`src/rtl/ap_trk_pkg.sv`:
```
package ap_trk_pkg;

    typedef enum logic [1:0] {
        BK_IDLE  = 2'd0,
        BK_OPEN  = 2'd1,
        BK_WAIT  = 2'd2,
        BK_RECOV = 2'd3
    } bank_st_e;

    // One bank's view of the command in the current cycle
    typedef struct packed {
        logic act;
        logic rda;
        logic wra;
        logic acc;
    } bank_req_t;

    localparam logic [2:0] CMD_NOP = 3'd0;
    localparam logic [2:0] CMD_ACT = 3'd1;
    localparam logic [2:0] CMD_RDA = 3'd2;
    localparam logic [2:0] CMD_WRA = 3'd3;

    // Cycles from the auto-precharge command to the start of precharge,
    // ignoring the row-active limit.
    function automatic int unsigned pchg_offset(logic is_wr, logic [1:0] cl,
                                                int unsigned burst);
        int unsigned c;
        int unsigned last_beat;
        int unsigned lead;
        c = (cl == 2'd0) ? 1 : int'(cl);
        if (is_wr) begin
            return burst - 1;
        end
        last_beat = c + burst - 1;
        lead      = c - 1;
        return last_beat - lead;
    endfunction

    function automatic bank_req_t decode_cmd(logic [2:0] code);
        bank_req_t r;
        r = '0;
        case (code)
            CMD_NOP: r = '0;
            CMD_ACT: r.act = 1'b1;
            CMD_RDA: r.rda = 1'b1;
            CMD_WRA: r.wra = 1'b1;
            default: r.acc = 1'b1;
        endcase
        return r;
    endfunction

endpackage

```
`src/rtl/ap_trk_cmd_dec.sv`:
```
module ap_trk_cmd_dec
    import ap_trk_pkg::*;
#(
    parameter int NUM_BANKS = 4,
    localparam int BANK_W = (NUM_BANKS > 1) ? $clog2(NUM_BANKS) : 1
) (
    input  logic [2:0]        cmd_i,
    input  logic [BANK_W-1:0] bank_i,
    output bank_req_t         req_o [NUM_BANKS]
);

    bank_req_t kind;

    always_comb kind = decode_cmd(cmd_i);

    for (genvar b = 0; b < NUM_BANKS; b++) begin : g_route
        always_comb begin
            req_o[b] = '0;
            if (bank_i == BANK_W'(b)) begin
                req_o[b] = kind;
            end
        end
    end

endmodule

```
`src/rtl/ap_trk_bank.sv`:
```
module ap_trk_bank
    import ap_trk_pkg::*;
#(
    parameter int CNT_W     = 4,
    parameter int BURST_LEN = 4,
    localparam int WAIT_W   = CNT_W + 1
) (
    input  logic             clk,
    input  logic             rst,
    input  bank_req_t        req_i,
    input  logic [1:0]       cas_lat_i,
    input  logic [CNT_W-1:0] tras_i,
    input  logic [CNT_W-1:0] rd_rec_i,
    input  logic [CNT_W-1:0] wr_rec_i,
    output bank_st_e         st_o,
    output logic             bad_o
);

    bank_st_e          st_q, st_d;
    logic [WAIT_W-1:0] cnt_q, cnt_d;
    logic [CNT_W-1:0]  ras_q, ras_d;
    logic [CNT_W-1:0]  rec_q, rec_d;
    logic              act_ok;
    logic              ap_ok;
    logic [WAIT_W-1:0] off;
    logic [WAIT_W-1:0] ras_ext;
    logic [WAIT_W-1:0] wait_cyc;

    always_comb begin
        act_ok   = req_i.act && (st_q == BK_IDLE);
        ap_ok    = (req_i.rda || req_i.wra) && (st_q == BK_OPEN);
        bad_o    = (req_i.act && (st_q != BK_IDLE)) ||
                   ((req_i.rda || req_i.wra || req_i.acc) && (st_q != BK_OPEN));
        off      = WAIT_W'(pchg_offset(req_i.wra, cas_lat_i, BURST_LEN));
        ras_ext  = {1'b0, ras_q};
        wait_cyc = (ras_ext > off) ? ras_ext : off;
    end

    always_comb begin
        st_d  = st_q;
        cnt_d = cnt_q;
        rec_d = rec_q;
        ras_d = (ras_q == '0) ? '0 : ras_q - 1'b1;
        case (st_q)
            BK_IDLE: begin
                if (act_ok) begin
                    st_d  = BK_OPEN;
                    ras_d = (tras_i == '0) ? '0 : tras_i - 1'b1;
                end
            end
            BK_OPEN: begin
                if (ap_ok) begin
                    st_d  = BK_WAIT;
                    cnt_d = wait_cyc - 1'b1;
                    rec_d = req_i.wra ? wr_rec_i : rd_rec_i;
                end
            end
            BK_WAIT: begin
                if (cnt_q <= WAIT_W'(1)) begin
                    if (rec_q == '0) begin
                        st_d = BK_IDLE;
                    end else begin
                        st_d  = BK_RECOV;
                        cnt_d = {1'b0, rec_q};
                    end
                end else begin
                    cnt_d = cnt_q - 1'b1;
                end
            end
            BK_RECOV: begin
                if (cnt_q <= WAIT_W'(1)) begin
                    st_d = BK_IDLE;
                end else begin
                    cnt_d = cnt_q - 1'b1;
                end
            end
            default: st_d = BK_IDLE;
        endcase
    end

    always_ff @(posedge clk) begin
        if (rst) begin
            st_q  <= BK_IDLE;
            cnt_q <= '0;
            ras_q <= '0;
            rec_q <= '0;
        end else begin
            st_q  <= st_d;
            cnt_q <= cnt_d;
            ras_q <= ras_d;
            rec_q <= rec_d;
        end
    end

    assign st_o = st_q;

endmodule

```
`src/rtl/ap_trk_viol.sv`:
```
module ap_trk_viol #(
    parameter int NUM_BANKS = 4
) (
    input  logic                 clk,
    input  logic                 rst,
    input  logic [NUM_BANKS-1:0] bad_i,
    output logic                 viol_o
);

    logic viol_q;

    always_ff @(posedge clk) begin
        if (rst) begin
            viol_q <= 1'b0;
        end else begin
            viol_q <= |bad_i;
        end
    end

    assign viol_o = viol_q;

endmodule

```
`src/rtl/ap_bank_tracker.sv`:
```
module ap_bank_tracker
    import ap_trk_pkg::*;
#(
    parameter int NUM_BANKS = 4,
    parameter int CNT_W     = 4,
    parameter int BURST_LEN = 4,
    localparam int BANK_W   = (NUM_BANKS > 1) ? $clog2(NUM_BANKS) : 1
) (
    input  logic                 clk,
    input  logic                 rst,
    input  logic [2:0]           cmd_i,
    input  logic [BANK_W-1:0]    bank_i,
    input  logic [1:0]           cas_lat_i,
    input  logic [CNT_W-1:0]     tras_i,
    input  logic [CNT_W-1:0]     rd_rec_i,
    input  logic [CNT_W-1:0]     wr_rec_i,
    output logic [NUM_BANKS-1:0] bank_ready_o,
    output logic [NUM_BANKS-1:0] bank_idle_o,
    output logic [NUM_BANKS-1:0] bank_pchg_o,
    output logic                 viol_o
);

    bank_req_t              req [NUM_BANKS];
    bank_st_e               st  [NUM_BANKS];
    logic [NUM_BANKS-1:0]   bad;

    ap_trk_cmd_dec #(
        .NUM_BANKS (NUM_BANKS)
    ) u_dec (
        .cmd_i  (cmd_i),
        .bank_i (bank_i),
        .req_o  (req)
    );

    for (genvar b = 0; b < NUM_BANKS; b++) begin : g_bank
        ap_trk_bank #(
            .CNT_W     (CNT_W),
            .BURST_LEN (BURST_LEN)
        ) u_bank (
            .clk       (clk),
            .rst       (rst),
            .req_i     (req[b]),
            .cas_lat_i (cas_lat_i),
            .tras_i    (tras_i),
            .rd_rec_i  (rd_rec_i),
            .wr_rec_i  (wr_rec_i),
            .st_o      (st[b]),
            .bad_o     (bad[b])
        );

        assign bank_ready_o[b] = (st[b] == BK_IDLE) || (st[b] == BK_OPEN);
        assign bank_idle_o[b]  = (st[b] == BK_IDLE);
        assign bank_pchg_o[b]  = (st[b] == BK_RECOV);
    end

    ap_trk_viol #(
        .NUM_BANKS (NUM_BANKS)
    ) u_viol (
        .clk    (clk),
        .rst    (rst),
        .bad_i  (bad),
        .viol_o (viol_o)
    );

endmodule

```
`config.mk`:
```
export PLATFORM = sky130hd
export DESIGN_NAME = ap_bank_tracker
export DESIGN_NICKNAME = d
export VERILOG_FILES = /design/src/rtl/ap_trk_pkg.sv /design/src/rtl/ap_trk_cmd_dec.sv /design/src/rtl/ap_trk_bank.sv /design/src/rtl/ap_trk_viol.sv /design/src/rtl/ap_bank_tracker.sv
export SDC_FILE = /design/constraint.sdc
export NUM_CORES = 1
export LEC_CHECK = 0
export BUFFER_PORTS_ARGS = -buffer_cell sky130_fd_sc_hd__buf_2
export CAP_MARGIN = 5
export CORE_MARGIN = 3
export CORE_UTILIZATION = 39
export DETAILED_ROUTE_END_ITERATION = 16
export PLACE_DENSITY_LB_ADDON = 0.05
export SLEW_MARGIN = 0
export SYNTH_ARGS = -nofsm -noshare
export SYNTH_HDL_FRONTEND = slang
export SYNTH_HIERARCHICAL = 1
export SYNTH_SLANG_ARGS = --single-unit
```
`constraint.sdc`:
```
create_clock -name clk -period 3.4 [get_ports clk]
set_input_delay 0.34 -clock clk [delete_from_list [all_inputs] [get_ports clk]]
set_output_delay 0.34 -clock clk [all_outputs]
set_load 0.05 [all_outputs]
```
==> reports/results.txt <==
wire per inst: 15.5 um
Comb pwr share: 11.1%
syn_nets: 660
TritonCTS clock tree: built
gr usage total: 18.8%
worst-path fanout max: 12
Initial Util: 40.2%
Int Pwr: 1330 uW
initial antenna violation count: 0
Setup Buffers After CTS: 0
Synth Flop Type: dfxtp_1
I/O pin total: 34
std cell rows: 40
Crit. End Element: flop
Via density: 5.52
sequential share of the synthesized area: 25.2%
DRT iter0 DRCs: 290
unrepaired setup endpoints after global routing: false
vias in the first global route: 4361
static leakage: 0.00197 uW
Clock Latency Late Sink: 330 ps
clock tree sinks: 61
Fin Setup TNS: 0 ps
DRT Pass-1 Iters: 4
Clock Path Buffers: 2
pin count of the biggest net entering global routing: 37
Nets: 695
Mapped Cells: 611
endpoints failing setup: 0
CORE AREA: 0.0121 mm^2
skew final: 5.89 ps
cell chosen for the clock root: clkbuf_16
Worst-path clk slew: 50 ps
outcome: completed
worst-margin pin slew: 815 ps
Num CTS Buffers: 9
Die Area: 0.0138 mm^2
total gr overflow: 0
Setup Slack @ Placement: 132 ps
Chip Height: 117 um
maxcap violations: 0
H-tree depth: 3
CP top delay family: compound AO/OA/AOI/OAI gates
Peak supply drop: 0.173 mV
slowest stage delay, CP: 380 ps
clock power share: 47.6%
Port Buffers: 31
Power Dens Cells: 322 mW/mm^2
Layout area overhead: 13.6%
Post-CTS Hold Fix Bufs: 0
switch share: 25.2%
WP data arrival: 3170 ps
worst path cell trace: buf_2 -> nand3b_1 -> nor2_1 -> buf_4 -> inv_1 -> ha_1 -> and4b_1 -> a211oi_1 -> nor2_1 -> a21oi_1 -> ha_1 -> xnor2_1 -> o21ai_1 -> mux2_2 -> a211oi_2
YS warnings: 6
CP Buf/Inv Count: 3
Sw Pwr: 447 uW
startpoint types: input pin
Post-synth EDFFs: 0
final hold vios: 0
Crit Path Class: input pin to flop
period utilization: 86.2%
Tmin final: 2930 ps
share of layout cells above drive strength 1: 15.2%
Crit path required time: 3640 ps
die boundary width: 117 um
Fillers: 1212
Slew Viols, Final: 0
Worst path slowest cell: a211oi_1
sequential power share: 41.3%
Async S/R FF share, synth: 0%
Max Fclk: 0.341 GHz
post-route setup slack: 468 ps
RD Place Congestion: 0.857
Relative slew margins: 45.6%
vias: 4520
post-synthesis instance area: 0.00484 mm^2
first-pass GRT wire length: 21500 um
Seq cells post-synth: 61
Syn Area/Cell: 7.93 um^2
DP HPWL: 9500 um
ant diodes: 0
Detail Route Antenna Nets: 0
Post-Route WL: 12700 um
Post-CTS Resized: 0
Synth cell types: 76
Min-Delay Path Class: input pin to flop
DRC: 0
==> synthesized netlist by cell type (all sizes together), types with 11 or more instances <==
cell | n | share of area [%]
xnor2 | 11 | 2.0
ha | 28 | 7.2
inv | 38 | 2.9
nor2 | 86 | 6.7
nor3 | 42 | 5.2
a21oi | 41 | 4.8
nand2 | 28 | 2.2
a211oi | 34 | 5.6
o211ai | 13 | 2.3
o21ai | 26 | 2.7
clkbuf | 13 | 1.0
dfxtp | 61 | 25
mux2i | 30 | 6.2
nand3 | 12 | 1.2
==> layer usage <==
layer	GRT usage [%]	vias to the layer above	share of wire [%]
met5	0	-	0
li1	-	2363	-
met3	2.98	19	3.3
met1	24.5	2088	48
met2	31.2	50	46
met4	7.11	0	2.0
==> worst reg2reg max path: cells and delay by family, from the launching register on <==
kind	cells	cell delay, ps
DFF	1	440
and+or+nand+nor	1	140
adders and majority gates	2	550
xor gates and xnor gates	1	130
muxes	1	280
AOI/OAI and AO/OA	5	1060
==> layout make-up <==
class,count,area (um^2),share of cell area [%]
Sequential cell,61,1220,22.2
Timing Repair Buffer,46,268,4.86
Tap cell,168,210,3.82
Multi-Input combinational cell,490,3390,61.6
Clock buffer,15,268,4.86
Inverter,38,143,2.59
Clock inverter,1,5.00,0.0909
==> cells in the final DEF (no fill, tap or decap), types with 9 or more instances in the layout <==
| cell | netlist | final |
|---|---|---|
| a211oi_1 | 31 | 31 |
| a21oi_1 | 36 | 36 |
| a311oi_1 | 10 | 10 |
| buf_2 | 7 | 31 |
| buf_4 | 1 | 15 |
| clkbuf_16 | 0 | 9 |
| dfxtp_1 | 61 | 61 |
| ha_1 | 28 | 28 |
| inv_1 | 38 | 38 |
| mux2i_1 | 30 | 30 |
| nand2_1 | 27 | 27 |
| nand3_1 | 12 | 12 |
| nor2_1 | 86 | 86 |
| nor3_1 | 36 | 36 |
| o211ai_1 | 10 | 10 |
| o21ai_0 | 23 | 23 |
| xnor2_1 | 11 | 11 |
==> flip-flops by register name, indices dropped and copies added, names as in the netlist <==
register	flops
g_bank.u_bank/cnt_q	20
g_bank.u_bank/ras_q	16
g_bank.u_bank/rec_q	16
g_bank.u_bank/st_o	8
u_viol/viol_o	1
==> final timing paths <==
check | from | endpoint | slack [ps] | cells past startpoint
setup / recovery | cmd_i[2] | g_bank[2].u_bank/cnt_q[2] | 470 | 15
hold / removal | rd_rec_i[0] | g_bank[0].u_bank/rec_q[0] | 400 | 3
setup reg to reg | g_bank[2].u_bank/ras_q[2] | g_bank[2].u_bank/cnt_q[2] | 730 | 10
hold reg to reg | g_bank[0].u_bank/rec_q[2] | g_bank[0].u_bank/rec_q[2] | 520 | 2
==> power groups by stage <==
| stage | clock (uW) | sequential, uW | combinational, uW |
|---|---|---|---|
| 6_report | 845 | 733 | 196 |
| 5_1_grt | 902 | 733 | 220 |
| 4_1_cts | 871 | 732 | 196 |
| 3_5_place_dp | 0 | 748 | 195 |
| 3_3_place_gp | 0 | 747 | 191 |
| 2_1_floorplan | 0 | 746 | 123 |
==> stage by stage <==
| stage | hold WS, ps | instances | power, uW | util (%) | cell area [um^2] |
|---|---|---|---|---|---|
| final | 405 | 819 | 1770 | 45.6 | 5510 |
| after global routing | 420 | 819 | 1860 | 45.6 | 5510 |
| after CTS | 395 | 819 | 1800 | 45.6 | 5510 |
| after detailed placement | 511 | 803 | 943 | 43.4 | 5230 |
| after global placement | 512 | 803 | 939 | 43.4 | 5230 |
| after floorplan | 412 | 611 | 870 | - | 4840 |
==> logic make-up after synthesis <==
| kind of cell | share of synthesized area, % |
|---|---|
| XOR/XNOR | 3.07 |
| flip-flops | 25.2 |
| other | 0.310 |
| multiplexers | 6.90 |
| AND/OR/NAND/NOR | 26.4 |
| buffers and inverters | 5.06 |
| adder cells (fa/ha/maj) | 7.23 |
| AO/OA/AOI/OAI | 25.8 |
No activity file was read; power rests on OpenSTA's default activity.
